`src/rtl/lockq_pkg.sv`:
```
package lockq_pkg;

   typedef enum logic [1:0] {
      LK_INVALID = 2'd0,
      LK_PRESENT = 2'd1,
      LK_HELD    = 2'd2
   } lk_state_e;

endpackage

```
`src/rtl/lockq_held_match.sv`:
```
module lockq_held_match #(
   parameter int ADDR_W  = 32,
   parameter int N_ENTRY = 4
) (
   input  logic [ADDR_W-1:0]               addr,
   input  logic [N_ENTRY-1:0]              ent_held,
   input  logic [N_ENTRY-1:0][ADDR_W-1:0]  ent_addr,
   output logic                            hit
);

   logic [N_ENTRY-1:0] match;

   for (genvar g = 0; g < N_ENTRY; g++) begin : g_cmp
      assign match[g] = ent_held[g] && (ent_addr[g] == addr);
   end

   assign hit = |match;

endmodule

```
`src/rtl/lockq_state_table.sv`:
```
module lockq_state_table
   import lockq_pkg::*;
#(
   parameter int PC_W    = 16,
   parameter int ADDR_W  = 32,
   parameter int N_ENTRY = 4
) (
   input  logic                            clk,
   input  logic                            rst_n,
   input  logic                            fill_valid,
   input  logic [PC_W-1:0]                 fill_pc,
   input  logic [ADDR_W-1:0]               fill_addr,
   input  logic                            acq_valid,
   input  logic [PC_W-1:0]                 acq_pc,
   input  logic [ADDR_W-1:0]               acq_addr,
   input  logic                            rel_valid,
   input  logic [PC_W-1:0]                 rel_pc,
   input  logic                            evict_valid,
   input  logic [ADDR_W-1:0]               evict_addr,
   input  logic                            drop_valid,
   input  logic [ADDR_W-1:0]               drop_addr,
   output logic [N_ENTRY-1:0]              ent_held,
   output logic [N_ENTRY-1:0][ADDR_W-1:0]  ent_addr
);

   localparam int IDX_W = (N_ENTRY > 1) ? $clog2(N_ENTRY) : 1;

   lk_state_e         st_q   [N_ENTRY];
   lk_state_e         st_d   [N_ENTRY];
   logic [PC_W-1:0]   pc_q   [N_ENTRY];
   logic [PC_W-1:0]   pc_d   [N_ENTRY];
   logic [ADDR_W-1:0] addr_q [N_ENTRY];
   logic [ADDR_W-1:0] addr_d [N_ENTRY];
   logic [IDX_W-1:0]  rr_q, rr_d;

   always_comb begin
      logic             f_hit, f_free, a_found, r_found;
      logic [IDX_W-1:0] f_hit_idx, f_free_idx;
      st_d       = st_q;
      pc_d       = pc_q;
      addr_d     = addr_q;
      rr_d       = rr_q;
      f_hit      = 1'b0;
      f_free     = 1'b0;
      f_hit_idx  = '0;
      f_free_idx = '0;
      a_found    = 1'b0;
      r_found    = 1'b0;

      // fill: update by PC, else allocate free record, else rotate
      if (fill_valid) begin
         for (int i = 0; i < N_ENTRY; i++) begin
            if (!f_hit && st_q[i] != LK_INVALID && pc_q[i] == fill_pc) begin
               f_hit     = 1'b1;
               f_hit_idx = IDX_W'(i);
            end
            if (!f_free && st_q[i] == LK_INVALID) begin
               f_free     = 1'b1;
               f_free_idx = IDX_W'(i);
            end
         end
         if (f_hit) begin
            addr_d[f_hit_idx] = fill_addr;
            if (st_q[f_hit_idx] != LK_HELD) st_d[f_hit_idx] = LK_PRESENT;
         end else if (f_free) begin
            pc_d[f_free_idx]   = fill_pc;
            addr_d[f_free_idx] = fill_addr;
            st_d[f_free_idx]   = LK_PRESENT;
         end else begin
            pc_d[rr_q]   = fill_pc;
            addr_d[rr_q] = fill_addr;
            st_d[rr_q]   = LK_PRESENT;
            rr_d         = (rr_q == IDX_W'(N_ENTRY - 1)) ? '0 : rr_q + 1'b1;
         end
      end

      // predicted acquire: PRESENT -> HELD when PC and address agree
      if (acq_valid) begin
         for (int i = 0; i < N_ENTRY; i++) begin
            if (!a_found && st_d[i] != LK_INVALID && pc_d[i] == acq_pc) begin
               a_found = 1'b1;
               if (st_d[i] == LK_PRESENT && addr_d[i] == acq_addr) st_d[i] = LK_HELD;
            end
         end
      end

      // predicted release: HELD -> PRESENT by PC
      if (rel_valid) begin
         for (int i = 0; i < N_ENTRY; i++) begin
            if (!r_found && st_d[i] != LK_INVALID && pc_d[i] == rel_pc) begin
               r_found = 1'b1;
               if (st_d[i] == LK_HELD) st_d[i] = LK_PRESENT;
            end
         end
      end

      // eviction or invalidation of the line
      if (evict_valid) begin
         for (int i = 0; i < N_ENTRY; i++) begin
            if (st_d[i] != LK_INVALID && addr_d[i] == evict_addr) st_d[i] = LK_INVALID;
         end
      end

      // forced hand-over after timeout
      if (drop_valid) begin
         for (int i = 0; i < N_ENTRY; i++) begin
            if (st_d[i] == LK_HELD && addr_d[i] == drop_addr) st_d[i] = LK_INVALID;
         end
      end
   end

   always_ff @(posedge clk) begin
      if (!rst_n) begin
         for (int i = 0; i < N_ENTRY; i++) begin
            st_q[i]   <= LK_INVALID;
            pc_q[i]   <= '0;
            addr_q[i] <= '0;
         end
         rr_q <= '0;
      end else begin
         st_q   <= st_d;
         pc_q   <= pc_d;
         addr_q <= addr_d;
         rr_q   <= rr_d;
      end
   end

   for (genvar g = 0; g < N_ENTRY; g++) begin : g_out
      assign ent_held[g] = (st_q[g] == LK_HELD);
      assign ent_addr[g] = addr_q[g];
   end

endmodule

```
`src/rtl/lockq_defer_queue.sv`:
```
module lockq_defer_queue #(
   parameter int ADDR_W  = 32,
   parameter int ID_W    = 4,
   parameter int DEPTH   = 4,
   parameter int TIMEOUT = 64,
   localparam int CNT_W  = $clog2(DEPTH + 1)
) (
   input  logic                          clk,
   input  logic                          rst_n,
   input  logic                          push_valid,
   input  logic [ADDR_W-1:0]             push_addr,
   input  logic [ID_W-1:0]               push_id,
   input  logic [DEPTH-1:0]              slot_held,
   output logic [DEPTH-1:0][ADDR_W-1:0]  slot_addr,
   output logic                          full,
   output logic [CNT_W-1:0]              occupancy,
   output logic                          gnt_valid,
   output logic [ID_W-1:0]               gnt_id,
   output logic                          gnt_expired,
   output logic                          drop_valid,
   output logic [ADDR_W-1:0]             drop_addr
);

   localparam int TMR_W = $clog2(TIMEOUT + 1);
   localparam int SEL_W = (DEPTH > 1) ? $clog2(DEPTH) : 1;

   logic [CNT_W-1:0]  cnt_q, cnt_d;
   logic [ADDR_W-1:0] addr_q [DEPTH];
   logic [ADDR_W-1:0] addr_d [DEPTH];
   logic [ID_W-1:0]   id_q   [DEPTH];
   logic [ID_W-1:0]   id_d   [DEPTH];
   logic [TMR_W-1:0]  tmr_q  [DEPTH];
   logic [TMR_W-1:0]  tmr_d  [DEPTH];

   logic              rel_hit, exp_hit, rm, rm_exp;
   logic [SEL_W-1:0]  rel_idx, exp_idx, rm_idx;
   logic [CNT_W-1:0]  base;
   logic              gnt_valid_q, gnt_exp_q;
   logic [ID_W-1:0]   gnt_id_q;

   // oldest released slot first, else oldest expired slot
   always_comb begin
      rel_hit = 1'b0;
      exp_hit = 1'b0;
      rel_idx = '0;
      exp_idx = '0;
      for (int i = 0; i < DEPTH; i++) begin
         if (i < int'(cnt_q)) begin
            if (!rel_hit && !slot_held[i]) begin
               rel_hit = 1'b1;
               rel_idx = SEL_W'(i);
            end
            if (!exp_hit && tmr_q[i] == TMR_W'(TIMEOUT)) begin
               exp_hit = 1'b1;
               exp_idx = SEL_W'(i);
            end
         end
      end
   end

   assign rm         = rel_hit || exp_hit;
   assign rm_exp     = !rel_hit && exp_hit;
   assign rm_idx     = rel_hit ? rel_idx : exp_idx;
   assign drop_valid = rm_exp;
   assign drop_addr  = addr_q[exp_idx];
   assign full       = (cnt_q == CNT_W'(DEPTH));
   assign occupancy  = cnt_q;
   assign base       = cnt_q - CNT_W'(rm);

   // collapse the removed slot, age the rest, append the newcomer
   always_comb begin
      for (int j = 0; j < DEPTH; j++) begin
         int src;
         src = (rm && j >= int'(rm_idx)) ? j + 1 : j;
         if (src < DEPTH && src < int'(cnt_q)) begin
            addr_d[j] = addr_q[src];
            id_d[j]   = id_q[src];
            tmr_d[j]  = (tmr_q[src] == TMR_W'(TIMEOUT)) ? tmr_q[src] : tmr_q[src] + 1'b1;
         end else begin
            addr_d[j] = '0;
            id_d[j]   = '0;
            tmr_d[j]  = '0;
         end
      end
      cnt_d = base;
      if (push_valid && !full) begin
         addr_d[SEL_W'(base)] = push_addr;
         id_d[SEL_W'(base)]   = push_id;
         tmr_d[SEL_W'(base)]  = '0;
         cnt_d                = base + 1'b1;
      end
   end

   always_ff @(posedge clk) begin
      if (!rst_n) begin
         cnt_q       <= '0;
         gnt_valid_q <= 1'b0;
         gnt_exp_q   <= 1'b0;
         gnt_id_q    <= '0;
         for (int i = 0; i < DEPTH; i++) begin
            addr_q[i] <= '0;
            id_q[i]   <= '0;
            tmr_q[i]  <= '0;
         end
      end else begin
         cnt_q       <= cnt_d;
         addr_q      <= addr_d;
         id_q        <= id_d;
         tmr_q       <= tmr_d;
         gnt_valid_q <= rm;
         gnt_exp_q   <= rm_exp;
         gnt_id_q    <= rm ? id_q[rm_idx] : '0;
      end
   end

   for (genvar g = 0; g < DEPTH; g++) begin : g_slot
      assign slot_addr[g] = addr_q[g];
   end

   assign gnt_valid   = gnt_valid_q;
   assign gnt_id      = gnt_id_q;
   assign gnt_expired = gnt_exp_q;

endmodule

```
`src/rtl/lockq_table.sv`:
```
module lockq_table #(
   parameter int PC_W    = 16,
   parameter int ADDR_W  = 32,
   parameter int ID_W    = 4,
   parameter int N_ENTRY = 4,
   parameter int N_DEFER = 4,
   parameter int TIMEOUT = 64
) (
   input  logic              clk,
   input  logic              rst_n,
   input  logic              fill_valid,
   input  logic [PC_W-1:0]   fill_pc,
   input  logic [ADDR_W-1:0] fill_addr,
   input  logic              acq_valid,
   input  logic [PC_W-1:0]   acq_pc,
   input  logic [ADDR_W-1:0] acq_addr,
   input  logic              rel_valid,
   input  logic [PC_W-1:0]   rel_pc,
   input  logic              evict_valid,
   input  logic [ADDR_W-1:0] evict_addr,
   input  logic              req_valid,
   input  logic [ADDR_W-1:0] req_addr,
   input  logic [ID_W-1:0]   req_id,
   output logic              imm_gnt_valid,
   output logic [ID_W-1:0]   imm_gnt_id,
   output logic              def_gnt_valid,
   output logic [ID_W-1:0]   def_gnt_id,
   output logic              def_gnt_expired
);

   localparam int OCC_W = $clog2(N_DEFER + 1);

   if (N_ENTRY < 2)  begin : g_bad_entry   $error("N_ENTRY must be at least 2");  end
   if (N_DEFER < 1)  begin : g_bad_defer   $error("N_DEFER must be at least 1");  end
   if (TIMEOUT < 2)  begin : g_bad_timeout $error("TIMEOUT must be at least 2");  end
   if (ID_W < 1 || PC_W < 1 || ADDR_W < 1) begin : g_bad_width $error("widths must be positive"); end

   logic [N_ENTRY-1:0]             ent_held;
   logic [N_ENTRY-1:0][ADDR_W-1:0] ent_addr;
   logic [N_DEFER-1:0][ADDR_W-1:0] slot_addr;
   logic [N_DEFER-1:0]             slot_held;
   logic                           req_held, q_full, drop_valid;
   logic [ADDR_W-1:0]              drop_addr;
   logic [OCC_W-1:0]               q_occ;
   logic                           push_valid;
   logic                           imm_valid_q;
   logic [ID_W-1:0]                imm_id_q;

   lockq_state_table #(
      .PC_W   (PC_W),
      .ADDR_W (ADDR_W),
      .N_ENTRY(N_ENTRY)
   ) table_i (
      .clk        (clk),
      .rst_n      (rst_n),
      .fill_valid (fill_valid),
      .fill_pc    (fill_pc),
      .fill_addr  (fill_addr),
      .acq_valid  (acq_valid),
      .acq_pc     (acq_pc),
      .acq_addr   (acq_addr),
      .rel_valid  (rel_valid),
      .rel_pc     (rel_pc),
      .evict_valid(evict_valid),
      .evict_addr (evict_addr),
      .drop_valid (drop_valid),
      .drop_addr  (drop_addr),
      .ent_held   (ent_held),
      .ent_addr   (ent_addr)
   );

   lockq_held_match #(.ADDR_W(ADDR_W), .N_ENTRY(N_ENTRY)) req_match_i (
      .addr    (req_addr),
      .ent_held(ent_held),
      .ent_addr(ent_addr),
      .hit     (req_held)
   );

   for (genvar g = 0; g < N_DEFER; g++) begin : g_slot_match
      lockq_held_match #(.ADDR_W(ADDR_W), .N_ENTRY(N_ENTRY)) slot_match_i (
         .addr    (slot_addr[g]),
         .ent_held(ent_held),
         .ent_addr(ent_addr),
         .hit     (slot_held[g])
      );
   end

   assign push_valid = req_valid && req_held && !q_full;

   lockq_defer_queue #(
      .ADDR_W (ADDR_W),
      .ID_W   (ID_W),
      .DEPTH  (N_DEFER),
      .TIMEOUT(TIMEOUT)
   ) queue_i (
      .clk        (clk),
      .rst_n      (rst_n),
      .push_valid (push_valid),
      .push_addr  (req_addr),
      .push_id    (req_id),
      .slot_held  (slot_held),
      .slot_addr  (slot_addr),
      .full       (q_full),
      .occupancy  (q_occ),
      .gnt_valid  (def_gnt_valid),
      .gnt_id     (def_gnt_id),
      .gnt_expired(def_gnt_expired),
      .drop_valid (drop_valid),
      .drop_addr  (drop_addr)
   );

   always_ff @(posedge clk) begin
      if (!rst_n) begin
         imm_valid_q <= 1'b0;
         imm_id_q    <= '0;
      end else begin
         imm_valid_q <= req_valid && (!req_held || q_full);
         imm_id_q    <= req_id;
      end
   end

   assign imm_gnt_valid = imm_valid_q;
   assign imm_gnt_id    = imm_id_q;

endmodule

```
`config.mk`:
```
export PLATFORM = sky130hd
export DESIGN_NAME = lockq_table
export DESIGN_NICKNAME = d
export VERILOG_FILES = /design/src/rtl/lockq_pkg.sv /design/src/rtl/lockq_held_match.sv /design/src/rtl/lockq_state_table.sv /design/src/rtl/lockq_defer_queue.sv /design/src/rtl/lockq_table.sv
export SDC_FILE = /design/constraint.sdc
export NUM_CORES = 2
export LEC_CHECK = 0
export BUFFER_PORTS_ARGS = -buffer_cell sky130_fd_sc_hd__clkbuf_2
export CORE_ASPECT_RATIO = 1.1
export CORE_MARGIN = 3
export CORE_UTILIZATION = 30
export CTS_CLUSTER_SIZE = 30
export DETAILED_ROUTE_END_ITERATION = 10
export GPL_ROUTABILITY_DRIVEN = 0
export HOLD_SLACK_MARGIN = 0.03
export PLACE_DENSITY = 0.48
export SYNTH_ARGS = -nofsm -noshare
export SYNTH_HDL_FRONTEND = slang
export SYNTH_SLANG_ARGS = --single-unit
```
`constraint.sdc`:
```
create_clock -name clk -period 6.2 [get_ports clk]
set_input_delay 0.62 -clock clk [delete_from_list [all_inputs] [get_ports clk]]
set_output_delay 0.62 -clock clk [all_outputs]
set_load 0.005 [all_outputs]
```
### Yosys cells after proc, flatten, opt, wreduce, memory -nomap -nowiden

Cells that the tools add are included.

| storage, ports and cells | value |
|---|---|
| bits in registers | 388 |
| output and inout bits | 11 |

| cells by class | value |
|---|---|
| add/sub/neg operators | 7 |
| magnitude comparators | 29 |
| equal/unequal tests | 71 |
| mux-type cells | 202 |
| bitwise operators | 23 |
| reduce and logical (&&, ||, !) cells | 131 |

Operators by type and width:

| cell | number |
|---|---|
| 32-bit == test | 32 |
| 32-bit two-way mux | 18 |
| 128-bit bitwise mux | 4 |
| 128-bit two-way mux | 4 |
| 32-bit binary-select mux with 2-bit select | 5 |
| 32-bit demux with 2-bit select | 4 |
| 16-bit == test | 12 |
| 64-bit two-way mux | 3 |
| 64-bit bitwise mux | 2 |
| 32-bit by 3-bit >= comparator with 1-bit output, second input constant | 4 |
| 32-bit by 4-bit < comparator with 1-bit output | 4 |
| 32-bit by 4-bit < comparator with 1-bit output, second input constant | 4 |
| 32-bit inverter | 4 |
| 7-bit two-way mux | 17 |
| 2-bit two-way mux | 48 |
| 1-bit logical AND | 78 |
| 16-bit demux with 2-bit select | 2 |
| 8-bit two-way mux | 8 |
| 4-bit two-way mux | 15 |
| 7-bit binary-select mux with 2-bit select | 4 |
| 7-bit == test, second input constant | 8 |
| 1-bit two-way mux | 50 |
| 16-bit two-way mux | 3 |
| 4-bit binary-select mux with 2-bit select | 5 |
| other kinds (35) | 125 |

### Depth between registers and ports, before layout

| depth | value |
|---|---|
| word-level depth | 75 |
| mapped depth | 23 |
| gate-level depth less buffers | 17 |

### Hierarchy

A second synthesis with hierarchy kept.

| unflattened totals | value |
|---|---|
| cells, all modules | 4203 |
| area total of the unflattened synthesis | 34151.5 um2 |

By module, submodules not included:

| module | instances | cells an instance | area an instance (um2) | sequential area each (um2) |
|---|---|---|---|---|
| lockq_state_table | 1 | 2298 | 18084.8 | 4043.9 |
| lockq_defer_queue | 1 | 1007 | 8869.8 | 3623.5 |
| lockq_held_match | 5 | 177 | 1408.9 | 0.0 |
| lockq_table | 1 | 13 | 152.6 | 100.1 |

### Worst setup path before layout

No wires, ideal clock.

| path | value |
|---|---|
| path type | register -> register |
| from | register table_i.addr_q, in the netlist table_i.ent_addr[79] |
| to | register queue_i.addr_q, in the netlist queue_i.slot_addr[121] |
| library setup time | 0.074 ns |
| arrival | 4.681 ns |
| required time | 6.126 ns |
| path slack | 1.445 ns |
| cell stages (with the launch flop) | 24 |
| path buffers | 6 |
| cell sequence | dfxtp_1 -> clkbuf_1 -> xor2_1 -> nor4_1 -> nand4_1 -> o41ai_1 -> nor4_1 -> a21oi_1 -> nand3b_1 -> or3b_1 -> clkbuf_1 -> buf_1 -> ha_1 -> ha_1 -> inv_1 -> ha_1 -> nand2_1 -> clkbuf_1 -> nand4b_1 -> nor2_1 -> clkbuf_1 -> clkbuf_1 -> nand2_1 -> o21ai_0 |

| between the ends | value |
|---|---|
| longest elaborated chain between the ends | 26 |
| elaborated cells on any way between the ends | 54 |
| classes of those cells | add/sub (1); order compare (4); eq/ne (5); mux (17); bitwise (2); reduce/logical (25) |

RTL lines:

| what | line | text |
|---|---|---|
| from (decl) | lockq_state_table.sv:32 | `logic [ADDR_W-1:0] addr_q [N_ENTRY];` |
| from (signal assigned) | lockq_state_table.sv:123 | `addr_q <= addr_d;` |
| 32-bit == test | lockq_held_match.sv:14 | `assign match[g] = ent_held[g] && (ent_addr[g] == addr);` |
| 1-bit logical AND | lockq_held_match.sv:14 |  |
| 4-bit OR reduction | lockq_held_match.sv:17 | `assign hit = \|match;` |
| 1-bit two-way mux | lockq_defer_queue.sv:49 | `if (!rel_hit && !slot_held[i]) begin` |
| 1-bit two-way mux | lockq_defer_queue.sv:48 | `if (i < int'(cnt_q)) begin` |
| 1-bit zero test | lockq_defer_queue.sv:49 |  |
| 1-bit logical AND | lockq_defer_queue.sv:49 |  |
| 1-bit two-way mux | lockq_defer_queue.sv:49 |  |
| [... 10 more ...] | - |  |
| via queue_i.rm | lockq_defer_queue.sv:35 | `logic rel_hit, exp_hit, rm, rm_exp;` |
| 3-bit by 1-bit subtractor with 3-bit output / 3-bit two-way mux (equally long branches) | lockq_defer_queue.sv:68, lockq_defer_queue.sv:74 |  |
| 2-bit inverter with 3-bit output (implied by the code) / 32-bit inverter (equally long branches) | lockq_defer_queue.sv:87, lockq_defer_queue.sv:76 |  |
| 3-bit >= comparator (implied by the code), or another cell as far along | lockq_defer_queue.sv:87 | `addr_d[SEL_W'(base)] = push_addr;` |
| 1-bit logical AND (implied by the code) / 32-bit two-way mux (equally long branches) | lockq_defer_queue.sv:87, lockq_defer_queue.sv:76 |  |
| 32-bit two-way mux, on equally long branches | lockq_defer_queue.sv:87, lockq_defer_queue.sv:76 |  |
| 32-bit demux with 2-bit select / 32-bit two-way mux (equally long branches) | lockq_defer_queue.sv:87, lockq_defer_queue.sv:75 |  |
| 128-bit bitwise mux | lockq_defer_queue.sv:87 |  |
| 128-bit two-way mux (*) | lockq_defer_queue.sv:86 | `if (push_valid && !full) begin` |
| to (signal assigned) | lockq_defer_queue.sv:107 | `addr_q <= addr_d;` |
| to (decl) | lockq_defer_queue.sv:28 | `logic [ADDR_W-1:0] addr_q [DEPTH];` |

Mark *: on every way through the listed nets, which the timed path passes. The rest lies on a longest branch. The select of a mux whose other input is x is not followed.
A chain may end at the register's enable or synchronous reset.

### Worst setup path in the final report

| path | value |
|---|---|
| from | register table_i.addr_q, in the netlist table_i.ent_addr[47] |
| to | register queue_i.addr_q, in the netlist queue_i.slot_addr[102] |

| between the ends | value |
|---|---|
| longest elaborated chain between the ends | 26 |
| elaborated cells on any way between the ends | 54 |
| classes of those cells | add/sub (1); order compare (4); eq/ne (5); mux (17); bitwise (2); reduce/logical (25) |

RTL lines:

| what | line |
|---|---|
| 32-bit == test | lockq_held_match.sv:14 |
| 1-bit logical AND | lockq_held_match.sv:14 |
| 4-bit OR reduction | lockq_held_match.sv:17 |
| 1-bit two-way mux | lockq_defer_queue.sv:49 |
| 1-bit two-way mux | lockq_defer_queue.sv:48 |
| 1-bit zero test | lockq_defer_queue.sv:49 |
| 1-bit logical AND | lockq_defer_queue.sv:49 |
| 1-bit two-way mux | lockq_defer_queue.sv:49 |
| [... 10 more ...] | - |
| 3-bit by 1-bit subtractor with 3-bit output / 3-bit two-way mux (equally long branches) | lockq_defer_queue.sv:68, lockq_defer_queue.sv:74 |
| 2-bit inverter with 3-bit output (implied by the code) / 32-bit inverter (equally long branches) | lockq_defer_queue.sv:87, lockq_defer_queue.sv:76 |
| 3-bit >= comparator (implied by the code), or another cell as far along | lockq_defer_queue.sv:87 |
| 1-bit logical AND (implied by the code) / 32-bit two-way mux (equally long branches) | lockq_defer_queue.sv:87, lockq_defer_queue.sv:76 |
| 32-bit two-way mux, on equally long branches | lockq_defer_queue.sv:87, lockq_defer_queue.sv:76 |
| 32-bit demux with 2-bit select / 32-bit two-way mux (equally long branches) | lockq_defer_queue.sv:87, lockq_defer_queue.sv:75 |
| 128-bit bitwise mux | lockq_defer_queue.sv:87 |
| 128-bit two-way mux (*) | lockq_defer_queue.sv:86 |

Mark *: on every way between the ends. The rest lies on a longest branch, timed or not. The select of a mux whose other input is x is not followed.

==> metrics.yaml <==
run_status:
  status: "finished clean"
critical_path:
  worstRegToRegCells: 18
  most_frequent_cp_cell: "sky130_fd_sc_hd__ha_1"
  crit_required_ps: 6760
  critical_path.cell_chain: "xor2_1, nor4_1, nand4_1, nor3_1, a21oi_1, nand3_1, nand3b_1, or3b_1, ha_1, ha_1, inv_1, ha_1, nand2_1, nand4b_1, nor2_4, buf_12, nand2_1, o21ai_0"
  crit_path_start_kind: "flop"
  critPathBufInv: 2
  critPathArrivalTime_ps: 6550
  cpMaxStageDelayCell: "sky130_fd_sc_hd__nor4_1"
  critical_path_class: "flop to flop"
  critPathTopFamily: "simple AND/OR/NAND/NOR gates"
  timing.critical_path.to_type: "flop"
  worst-path-max-fanout: 33
  stages_on_the_worst_setup_path: 18
  max_stage_delay_ps: 1100
sta:
  hold_violations: 0
  worst_slew_pin_slew_ps: 1460
  setup_total_negative_slack_ps: 0
  timing_max_transition_violations_final: 0
  period_share_pct: 96.7
  finalClockSkew_ps: 83.7
  fmax_ghz: 0.167
  setup_viol: 0
  slew_headroom_pct: 2.76
  period_needed_ps: 6000
  grt_setup_unrepaired: "no"
worst_hold_path:
  hold_path_depth: 3
  min_path_type: "input port to flop"
cts:
  cts.sink_count: 388
  cts-root-buf: "sky130_fd_sc_hd__clkbuf_16"
  clk_transition_reported_paths_ps: 70
  cts.htree.levels: 2
  clk-insertion-delay-late_ps: 710
  cts_buffers: 48
  cts_tree: "yes"
  cts_setup_buffers: 0
  clockBufferDepth: 3
synth:
  synthDominantAreaCellType: "sky130_fd_sc_hd__dfxtp_1"
  syn_nets: 4280
  synthFlopType: "sky130_fd_sc_hd__dfxtp_1"
  distinct_cell_type_count_after_synthesis: 84
  synth.top_cells.by_area: "sky130_fd_sc_hd__dfxtp_1, sky130_fd_sc_hd__xor2_1, sky130_fd_sc_hd__xnor2_1, sky130_fd_sc_hd__mux2i_1, sky130_fd_sc_hd__clkbuf_1"
  synth_edf_count: 0
  yosysWarningCount: 0
  number_of_instances_in_the_synthesized_netlist: 4071
  syn-mean-instance-area_um2: 8.09
  synth_top_area_share_pct: 23.6
  synth_seq_cells: 388
  synth.yosys.seq_area_share_pct: 23.6
  async_flop_share_pct: 0
  syn-cell-area_mm2: 0.0330
detailed_routing:
  postRouteAntennaNets: 0
  vias: 34000
  vias_per_cell: 6.17
  detailedRoute.firstPassIterationCount: 11
  wl_per_cell_um: 35.9
  route.final.wire_length_um: 198000
  detail_route.drc_violations: 0
  drt_first_iter_violations: 5647
placement:
  dp_cells: 5411
  port-buffer-count: 197
  post-dp-hpwl_um: 149000
grt:
  grt_pass1_wl_um: 266000
  grt_pass1_vias: 31800
  grt_start_max_net_pins: 92
  grt.total_usage_pct: 33.6
  grt_antenna_before_repair: 13
  gr-total-overflow: 0
die:
  placementRows: 126
  fp.dieH_um: 354
  die-width_um: 322
  core_mm2: 0.108
  boundaryPins: 198
  die_area_mm2: 0.114
  start_util_pct: 30.5
final_layout:
  layoutNonFillerInstCount: 5508
  flow.area_growth_from_synthesis_pct: 13.1
  num-nets-final: 4265
  layout.cells.most_common: "sky130_fd_sc_hd__xor2_1"
  most_frequent_cells_in_the_layout: "sky130_fd_sc_hd__xor2_1, sky130_fd_sc_hd__xnor2_1, sky130_fd_sc_hd__dfxtp_1"
  post_route_cells_drive_above_1_share_pct: 14.9
power:
  p_leak_uw: 0.0173
  worst_ir_drop_vdd_v: 0.000202
  pwr_density_cell_mw_per_mm2: 225
job:
  maxCapViolCount: 0
==> layer usage <==
layer / vias to the layer above / part of all wire, % / global-route usage [%]
met2: 3033 / 39 / 46.9
met4: 16 / 9.4 / 23.0
met5: - / 0.20 / 1.54
li1: 13800 / - / -
met1: 16100 / 36 / 39.8
met3: 1025 / 15 / 16.5
==> layout make-up <==
type	instances	area [um^2]
sequential	388	7770
timing repair buffer	392	2510
fill	11500	70900
clock buffer	61	1330
antenna	6	15.0
multi-input combinational	3129	23200
clock inverter	27	345
inverter	97	369
tap	1408	1760
==> registers in the layout (all words and copies together) (netlist names) <==
name / flops
table_i.ent_addr: 128
queue_i.tmr_q: 28
queue_i.occupancy: 3
table_i.st_q: 8
table_i.pc_q: 64
imm_gnt_id: 4
queue_i.id_q: 16
queue_i.slot_addr: 128
table_i.rr_q: 2
imm_gnt_valid: 1
queue_i.gnt_expired: 1
queue_i.gnt_valid: 1
queue_i.gnt_id: 4
==> synthesized netlist by cell type, types with 6 or more instances <==
cell type                   number
sky130_fd_sc_hd__xor2_1        808
sky130_fd_sc_hd__xnor2_1       419
sky130_fd_sc_hd__dfxtp_1       388
sky130_fd_sc_hd__clkbuf_1      352
sky130_fd_sc_hd__mux2i_1       256
sky130_fd_sc_hd__nor2_1        255
sky130_fd_sc_hd__nand2_1       231
sky130_fd_sc_hd__nor4_1        210
sky130_fd_sc_hd__nand4_1       123
sky130_fd_sc_hd__o21ai_0       101
sky130_fd_sc_hd__o22ai_1       100
sky130_fd_sc_hd__inv_1          94
sky130_fd_sc_hd__nor3_1         84
sky130_fd_sc_hd__a21oi_1        76
sky130_fd_sc_hd__buf_1          69
sky130_fd_sc_hd__mux2_2         67
sky130_fd_sc_hd__nand3_1        64
sky130_fd_sc_hd__o21ai_1        34
sky130_fd_sc_hd__buf_2          26
sky130_fd_sc_hd__ha_1           22
sky130_fd_sc_hd__mux2i_2        21
sky130_fd_sc_hd__a211oi_1       19
sky130_fd_sc_hd__and2_1         16
sky130_fd_sc_hd__nand2b_1       16
sky130_fd_sc_hd__nor2b_1        15
sky130_fd_sc_hd__a22oi_1        12
sky130_fd_sc_hd__o211ai_1       12
sky130_fd_sc_hd__a221oi_1       10
sky130_fd_sc_hd__o221ai_1       10
sky130_fd_sc_hd__buf_6           9
sky130_fd_sc_hd__or2_2           9
sky130_fd_sc_hd__or4_1           9
sky130_fd_sc_hd__a2111oi_0       8
sky130_fd_sc_hd__nor3b_1         8
sky130_fd_sc_hd__or3_1           7
sky130_fd_sc_hd__a21o_1          6
sky130_fd_sc_hd__a41oi_1         6
sky130_fd_sc_hd__and4_1          6
sky130_fd_sc_hd__o2111ai_1       6
sky130_fd_sc_hd__o2bb2ai_1       6
==> report_power, final <==
part | leakage, uW | switching, uW | internal [uW] | total, uW
clock network | 0.000813 | 1320 | 1780 | 3090
registers | 0.00314 | 139 | 2560 | 2700
logic | 0.0133 | 1700 | 877 | 2580
total | 0.0173 | 3160 | 5220 | 8370
==> worst paths after layout <==
path                                   start                                 to  slack [ps]
min                                rel_valid         table_i.st_q[6]$_SDFF_PN0_         290
min reg2reg       queue_i.id_q[3]$_SDFF_PN0_         queue_i.id_q[3]$_SDFF_PN0_         490
max reg2reg  table_i.ent_addr[47]$_SDFF_PN0_  queue_i.slot_addr[102]$_SDFF_PN0_         200
max          table_i.ent_addr[47]$_SDFF_PN0_  queue_i.slot_addr[102]$_SDFF_PN0_         200
==> repair_timing <==
action                                  4_1_cts  5_1_grt
hold buffers                                  0        0
endpoints found under the setup margin        0       26
endpoints found under the hold margin         0        0
gates resized for setup                       0        2
==> worst min-delay path, cell delays in order <==
cell and delay (ps):
sky130_fd_sc_hd__clkbuf_2 140, sky130_fd_sc_hd__nand3_1 90, sky130_fd_sc_hd__a21boi_1 60
==> cell families after synthesis <==
family | synth area share [%]
AOI/OAI and AO/OA | 8.80
xor gates and xnor gates | 32.6
adders and majority gates | 0.835
and+or+nand+nor | 16.6
muxes | 10.9
DFF | 23.6
buffers and inverters | 6.63
==> metrics by stage <==
stage | instance area [um^2] | hold WS, ps | worst slack, ps | utilization [%] | power [uW]
after floorplan | 33000 | 446 | 1440 | - | 4200
after global placement | 35500 | 482 | 548 | 32.8 | 5180
after detailed placement | 35500 | 488 | 506 | 32.8 | 5180
after CTS | 37200 | 256 | 876 | 34.4 | 8240
after global routing | 37300 | 285 | 122 | 34.5 | 8560
final | 37300 | 293 | 205 | 34.5 | 8370
No activity file was read; power rests on OpenSTA's default activity.
